## src/rtl/uart_tx_pkg.sv

```systemverilog
package uart_tx_pkg;

    localparam int TICKS_PER_BIT = 16;

    // Field layout of the 8-bit configuration word (MSB first).
    typedef struct packed {
        logic       spare;      // [7]
        logic       brk;        // [6]
        logic       stick;      // [5]
        logic       even;       // [4]
        logic       par_en;     // [3]
        logic       long_stop;  // [2]
        logic [1:0] len;        // [1:0]
    } frame_cfg_t;

    typedef enum logic [2:0] {
        ST_IDLE,
        ST_START,
        ST_DATA,
        ST_PAR,
        ST_STOP
    } tx_state_e;

    function automatic logic [3:0] data_bits(input logic [1:0] len);
        return 4'd5 + {2'b00, len};
    endfunction

    function automatic logic [5:0] stop_ticks(input frame_cfg_t c);
        if (!c.long_stop)      return 6'd16;
        else if (c.len == 2'd0) return 6'd24;
        else                   return 6'd32;
    endfunction

    function automatic logic parity_bit(input frame_cfg_t c, input logic [7:0] d);
        logic [7:0] used;
        used = d & (8'hFF >> (2'd3 - c.len));
        if (c.stick) return ~c.even;
        if (c.even)  return ^used;
        return ~(^used);
    endfunction

endpackage

```

## src/rtl/tx_fifo.sv

```systemverilog
module tx_fifo #(
    parameter int DEPTH = 64,
    parameter int WIDTH = 8
) (
    input  logic             clk,
    input  logic             rst,
    input  logic             wr_en,
    input  logic [WIDTH-1:0] wr_data,
    input  logic             rd_en,
    output logic [WIDTH-1:0] rd_data,
    output logic             empty,
    output logic             full
);
    localparam int AW = (DEPTH > 1) ? $clog2(DEPTH) : 1;
    localparam int CW = $clog2(DEPTH + 1);

    logic [WIDTH-1:0] mem [DEPTH];
    logic [AW-1:0]    wr_ptr, rd_ptr;
    logic [CW-1:0]    count;
    logic             push, pop;

    assign empty   = (count == '0);
    assign full    = (count == CW'(DEPTH));
    assign push    = wr_en && !full;
    assign pop     = rd_en && !empty;
    assign rd_data = mem[rd_ptr];

    function automatic logic [AW-1:0] bump(input logic [AW-1:0] p);
        return (p == AW'(DEPTH - 1)) ? '0 : p + AW'(1);
    endfunction

    always_ff @(posedge clk) begin
        if (push) mem[wr_ptr] <= wr_data;
    end

    always_ff @(posedge clk) begin
        if (rst) begin
            wr_ptr <= '0;
            rd_ptr <= '0;
            count  <= '0;
        end else begin
            if (push) wr_ptr <= bump(wr_ptr);
            if (pop)  rd_ptr <= bump(rd_ptr);
            case ({push, pop})
                2'b10:   count <= count + CW'(1);
                2'b01:   count <= count - CW'(1);
                default: count <= count;
            endcase
        end
    end

    assert_no_overflow_R10: assert property (@(posedge clk) disable iff (rst)
        count <= CW'(DEPTH));
    assert_full_drop_R10: assert property (@(posedge clk) disable iff (rst)
        (full && wr_en && !rd_en) |=> $stable(wr_ptr));
    assert_read_nonempty_R8: assert property (@(posedge clk) disable iff (rst)
        rd_en |-> !empty);

endmodule

```

## src/rtl/tx_frame_engine.sv

```systemverilog
module tx_frame_engine
    import uart_tx_pkg::*;
(
    input  logic       clk,
    input  logic       rst,
    input  logic       tick,
    input  frame_cfg_t cfg,
    input  logic       fifo_empty,
    input  logic [7:0] fifo_data,
    output logic       pop,
    output logic       busy,
    output logic       line
);
    tx_state_e  state;
    logic [4:0] sub;
    logic [2:0] bit_idx;
    logic [7:0] shreg;
    logic [3:0] nbits;
    logic       par_on;
    logic       par_val;
    logic [5:0] stop_len;
    logic [5:0] limit;
    logic       bit_done;

    assign limit    = (state == ST_STOP) ? stop_len : 6'(TICKS_PER_BIT);
    assign bit_done = tick && ({1'b0, sub} == limit - 6'd1);
    assign busy     = (state != ST_IDLE);
    assign pop      = !fifo_empty &&
                      ((state == ST_IDLE) || (state == ST_STOP && bit_done));

    always_comb begin
        case (state)
            ST_START: line = 1'b0;
            ST_DATA:  line = shreg[0];
            ST_PAR:   line = par_val;
            default:  line = 1'b1;
        endcase
    end

    always_ff @(posedge clk) begin
        if (rst) begin
            state    <= ST_IDLE;
            sub      <= '0;
            bit_idx  <= '0;
            shreg    <= '0;
            nbits    <= 4'd8;
            par_on   <= 1'b0;
            par_val  <= 1'b0;
            stop_len <= 6'd16;
        end else if (pop) begin
            state    <= ST_START;
            sub      <= '0;
            bit_idx  <= '0;
            shreg    <= fifo_data;
            nbits    <= data_bits(cfg.len);
            par_on   <= cfg.par_en;
            par_val  <= parity_bit(cfg, fifo_data);
            stop_len <= stop_ticks(cfg);
        end else if (busy && tick) begin
            if (bit_done) begin
                sub <= '0;
                case (state)
                    ST_START: state <= ST_DATA;
                    ST_DATA: begin
                        shreg   <= shreg >> 1;
                        bit_idx <= bit_idx + 3'd1;
                        if ({1'b0, bit_idx} == nbits - 4'd1)
                            state <= par_on ? ST_PAR : ST_STOP;
                    end
                    ST_PAR:  state <= ST_STOP;
                    default: state <= ST_IDLE;
                endcase
            end else begin
                sub <= sub + 5'd1;
            end
        end
    end

    assert_start_after_pop_R2: assert property (@(posedge clk) disable iff (rst)
        pop |=> (line == 1'b0));
    assert_sub_bound_R4: assert property (@(posedge clk) disable iff (rst)
        {1'b0, sub} < limit);
    assert_data_in_range_R3: assert property (@(posedge clk) disable iff (rst)
        (state == ST_DATA) |-> ({1'b0, bit_idx} < nbits));

endmodule

```

## src/rtl/uart_tx_core.sv

```systemverilog
module uart_tx_core
    import uart_tx_pkg::*;
#(
    parameter int FIFO_DEPTH = 64
) (
    input  logic       clk,
    input  logic       rst,
    input  logic       tick16,
    input  logic [7:0] line_cfg,
    input  logic       wr_en,
    input  logic [7:0] wr_data,
    output logic       tx_o,
    output logic       hold_empty,
    output logic       tx_empty,
    output logic       fifo_full
);
    frame_cfg_t cfg;
    logic       cfg_unused;
    logic       fifo_empty;
    logic [7:0] fifo_data;
    logic       pop;
    logic       busy;
    logic       line;

    assign cfg        = frame_cfg_t'(line_cfg);
    assign cfg_unused = cfg.spare;

    tx_fifo #(.DEPTH(FIFO_DEPTH), .WIDTH(8)) fifo_i (
        .clk     (clk),
        .rst     (rst),
        .wr_en   (wr_en),
        .wr_data (wr_data),
        .rd_en   (pop),
        .rd_data (fifo_data),
        .empty   (fifo_empty),
        .full    (fifo_full)
    );

    tx_frame_engine engine_i (
        .clk        (clk),
        .rst        (rst),
        .tick       (tick16),
        .cfg        (cfg),
        .fifo_empty (fifo_empty),
        .fifo_data  (fifo_data),
        .pop        (pop),
        .busy       (busy),
        .line       (line)
    );

    assign tx_o       = cfg.brk ? 1'b0 : line;
    assign hold_empty = fifo_empty;
    assign tx_empty   = fifo_empty && !busy;

    assert_break_low_R7: assert property (@(posedge clk) disable iff (rst)
        line_cfg[6] |-> !tx_o);
    assert_empty_order_R9: assert property (@(posedge clk) disable iff (rst)
        tx_empty |-> hold_empty);
    assert_full_not_empty_R10: assert property (@(posedge clk) disable iff (rst)
        fifo_full |-> !hold_empty);

endmodule

```

## config.mk

```make
export PLATFORM = sky130hd
export DESIGN_NAME = uart_tx_core
export DESIGN_NICKNAME = d
export VERILOG_FILES = /design/src/rtl/uart_tx_pkg.sv /design/src/rtl/tx_fifo.sv /design/src/rtl/tx_frame_engine.sv /design/src/rtl/uart_tx_core.sv
export SDC_FILE = /design/constraint.sdc
export NUM_CORES = 1
export LEC_CHECK = 0
export ABC_AREA = 1
export BUFFER_PORTS_ARGS = -buffer_cell sky130_fd_sc_hd__buf_2
export CELL_PAD_IN_SITES_DETAIL_PLACEMENT = 0
export CELL_PAD_IN_SITES_GLOBAL_PLACEMENT = 2
export CORE_AREA = 2 2 285 287
export DETAILED_ROUTE_END_ITERATION = 8
export DIE_AREA = 0 0 287 289
export GPL_TIMING_DRIVEN = 0
export PLACE_DENSITY_LB_ADDON = 0.1
export SLEW_MARGIN = 0
export SYNTH_ARGS = -nofsm -noshare
export SYNTH_HDL_FRONTEND = slang
export SYNTH_SLANG_ARGS = --single-unit
```

## constraint.sdc

```tcl
create_clock -name clk -period 5.84 [get_ports clk]
set_input_delay 0 -clock clk [delete_from_list [all_inputs] [get_ports clk]]
set_output_delay 0 -clock clk [all_outputs]
set_load 0.005 [all_outputs]
```

==> flow_summary.ini <==
[outcome]
status = completed

[clocking]
cts.repair.resized = 0
clk_latency_ns = 0.61
clk_pin_slew_ns = 0.06
root_buffer = clkbuf_16
cts_setup_buffers = 0
clkSinkCount = 565
cts_tree = built
htreeDepth = 3
postCtsHoldBufs = 13
numCtsBuffers = 69
clk_path_buf_depth = 3

[route]
vias = 17027
first_iter_violations = 1654
firstDrtPassIters = 5
routed_wl_microns = 97400
ant_nets = 0
viasPerCell = 4.95
avgRoutedWirePerCell_microns = 28.3
drc_errors = 0

[timing]
max_slew.worst_pin.slew_ns = 1.39
fin_crit_sh_pct = 82.6
setup_viol = 0
fin_skew_ns = 0.0161
drv_slew = 0
setup_slack_ns = 1.02
hold_viol_final = 0
rsz0062_at_grt = no
slew_headroom_pct = 6.92
fin_crit_ns = 4.82
max_freq_ghz = 0.207
finalSetupTns_ns = 0

[grt]
grt_pass1_wl_microns = 133000
grt_max_degree = 65
grt_overflow = 0
grt_usage_pct = 23.6
grt_pass1_vias = 16384
antenna_found_initial = 0

[pwr]
power_density_nw_per_um2 = 451
leakage_nw = 10.4
irDropWorstVdd_mv = 0.184

[critical_path]
cpMostUsedCell = a21oi_1
slowest_stage = clkbuf_1
critPathLaunchType = flip-flop
reg2reg_slack_ns = 1.02
r2r_end = fifo_i.count[6]$_SDFFE_PP0P_
crit_start = engine_i.state[0]$_SDFFE_PP0P_
worst_r2r_startpoint = engine_i.state[0]$_SDFFE_PP0P_
rr_worst_depth = 28
critPathMaxFanout = 11
critPathKind = flip-flop to flip-flop
end_kind = flip-flop
cp.arrival_ns = 5.31
slowest_delay_ns = 0.38
cp_data_required_time_ns = 6.33

[floorplan]
dieArea_sq_um = 82900
start_util_pct = 29.8
pin_count = 24
die_h_microns = 289
die_x_microns = 287
core_area_sq_um = 79900
rows = 104

[placement]
hpwl_microns = 67700
numPortBuffers = 22
place_worst_setup_slack_ns = 0.962
gp_congestion = 0.865

[synth]
seq_area_frac_synth_pct = 69.0
avgSynthCellArea_sq_um = 11.0
ys_ff_latch = 565
ys_types = 39
synth_area_leader_cell = edfxtp_1
yosysWarnings = 0
synth.top_cell.area_share_pct = 64.5
synth_area_sq_um = 23800
synth_cells = 2174
netlist_top_cells_area = edfxtp_1 65%, nand2_1 11%, nand3_1 9.5%, dfxtp_1 4.5%, nor2_1 1.7%
syn_nets = 2205

[cells_and_area]
layout_common_cells = 714 x nand2_1, 512 x edfxtp_1, 451 x nand3_1
utilization_pct = 35.7
fill_cells = 7970
num_antenna_cells = 0
fin_nets = 2363
syn_to_final_growth_pct = 19.7
layout_commonest_cell = nand2_1
drive_above_1_share_pct = 14.3

[hold_path]
worstHoldPathCells = 1
hp-class = input port to flip-flop
holdPathEnd = fifo_i.mem[26][1]$_DFFE_PP_
hp-start = wr_data[1]

[run]
cap_viol_max_count = 0
-- area by class of cell --
class / instances / area [sq um] / share of cell area (%)
sequential: 565 / 16400 / 57.6
multi-input combinational: 1417 / 6430 / 22.6
clock buffer: 83 / 1860 / 6.53
tap: 1060 / 1330 / 4.65
timing repair buffer: 87 / 1030 / 3.62
buffer: 117 / 825 / 2.89
clock inverter: 39 / 327 / 1.14
inverter: 75 / 287 / 1.00
-- cell families after synthesis --
logic type,after synthesis,synth area share [%]
AND/OR/NAND/NOR,1305,23.2
flip-flops,565,69.0
buffers and inverters,192,4.66
AO/OA/AOI/OAI,84,1.94
XOR/XNOR,17,0.625
adder cells (fa/ha/maj),11,0.577
-- metrics by stage --
stage	cells	power, mW	hold slack [ns]	instance area, sq um
after floorplan	2174	7.02	0.0989	23800
after global placement	3256	8.72	0.317	25300
after detailed placement	3308	8.74	0.304	26200
after CTS	3443	13.0	0.181	28500
after global routing	3443	13.5	0.0472	28500
final	3443	12.9	0.0220	28500
-- flip-flops by register name (all words and copies together), names as in the netlist, named ones only --
| register | cells |
|---|---|
| engine_i.shreg | 8 |
| engine_i.par_val | 1 |
| fifo_i.count | 7 |
| fifo_i.mem | 512 |
| engine_i.par_on | 1 |
| engine_i.state | 3 |
| fifo_i.rd_ptr | 6 |
| fifo_i.wr_ptr | 6 |
| engine_i.stop_len | 3 |
| engine_i.bit_idx | 3 |
| engine_i.sub | 5 |
| engine_i.nbits | 4 |
-- metal layers --
| metal | GRT usage [%] | share of wire [%] |
|---|---|---|
| met1 | 32.4 | 45 |
| met2 | 38.6 | 47 |
| met3 | 3.46 | 5.5 |
| met4 | 7.17 | 2.7 |
| met5 | 0 | 0 |
-- Yosys cell counts, drive strengths merged --
master     n
ha        11
edfxtp   512
nor3b      2
inv       75
nor3      11
nand4     11
xor2       8
nand3    451
a21boi     1
nor4       2
o21ai     35
buf      109
a22oi      1
a21oi     33
o41ai      1
o211ai     5
o2111ai    1
xnor2      9
clkbuf     8
nor2     108
o31ai      1
a221oi     1
o21bai     1
nand3b     2
o22ai      1
o21a       2
or2        1
dfxtp     53
nand2    717
a211oi     1
-- critical path: cells and delay by family, from the launching register on --
kind | cells | cell delay (ns)
flip-flops | 1 | 0.36
AND/OR/NAND/NOR | 9 | 1.08
buffers and inverters | 6 | 1.08
AO/OA/AOI/OAI | 8 | 1.21
adder cells (fa/ha/maj) | 3 | 0.68
XOR/XNOR | 2 | 0.30
-- worst max path at each step --
| stage | depth (start not counted) | to |
|---|---|---|
| after floorplan | 29 | fifo_i.count[6]$_SDFFE_PP0P_ |
| after global placement | 29 | fifo_i.count[6]$_SDFFE_PP0P_ |
| after detailed placement | 28 | fifo_i.count[6]$_SDFFE_PP0P_ |
| after CTS | 28 | fifo_i.count[6]$_SDFFE_PP0P_ |
| after global routing | 28 | fifo_i.count[6]$_SDFFE_PP0P_ |
| final | 28 | fifo_i.count[6]$_SDFFE_PP0P_ |
-- power by group --
| group | total (mW) | internal, mW | switching [mW] |
|---|---|---|---|
| clock | 4.24 | 2.52 | 1.71 |
| combinational | 4.06 | 1.15 | 2.90 |
| sequential | 4.57 | 4.51 | 0.0637 |
No activity file was read; power rests on OpenSTA's default activity.
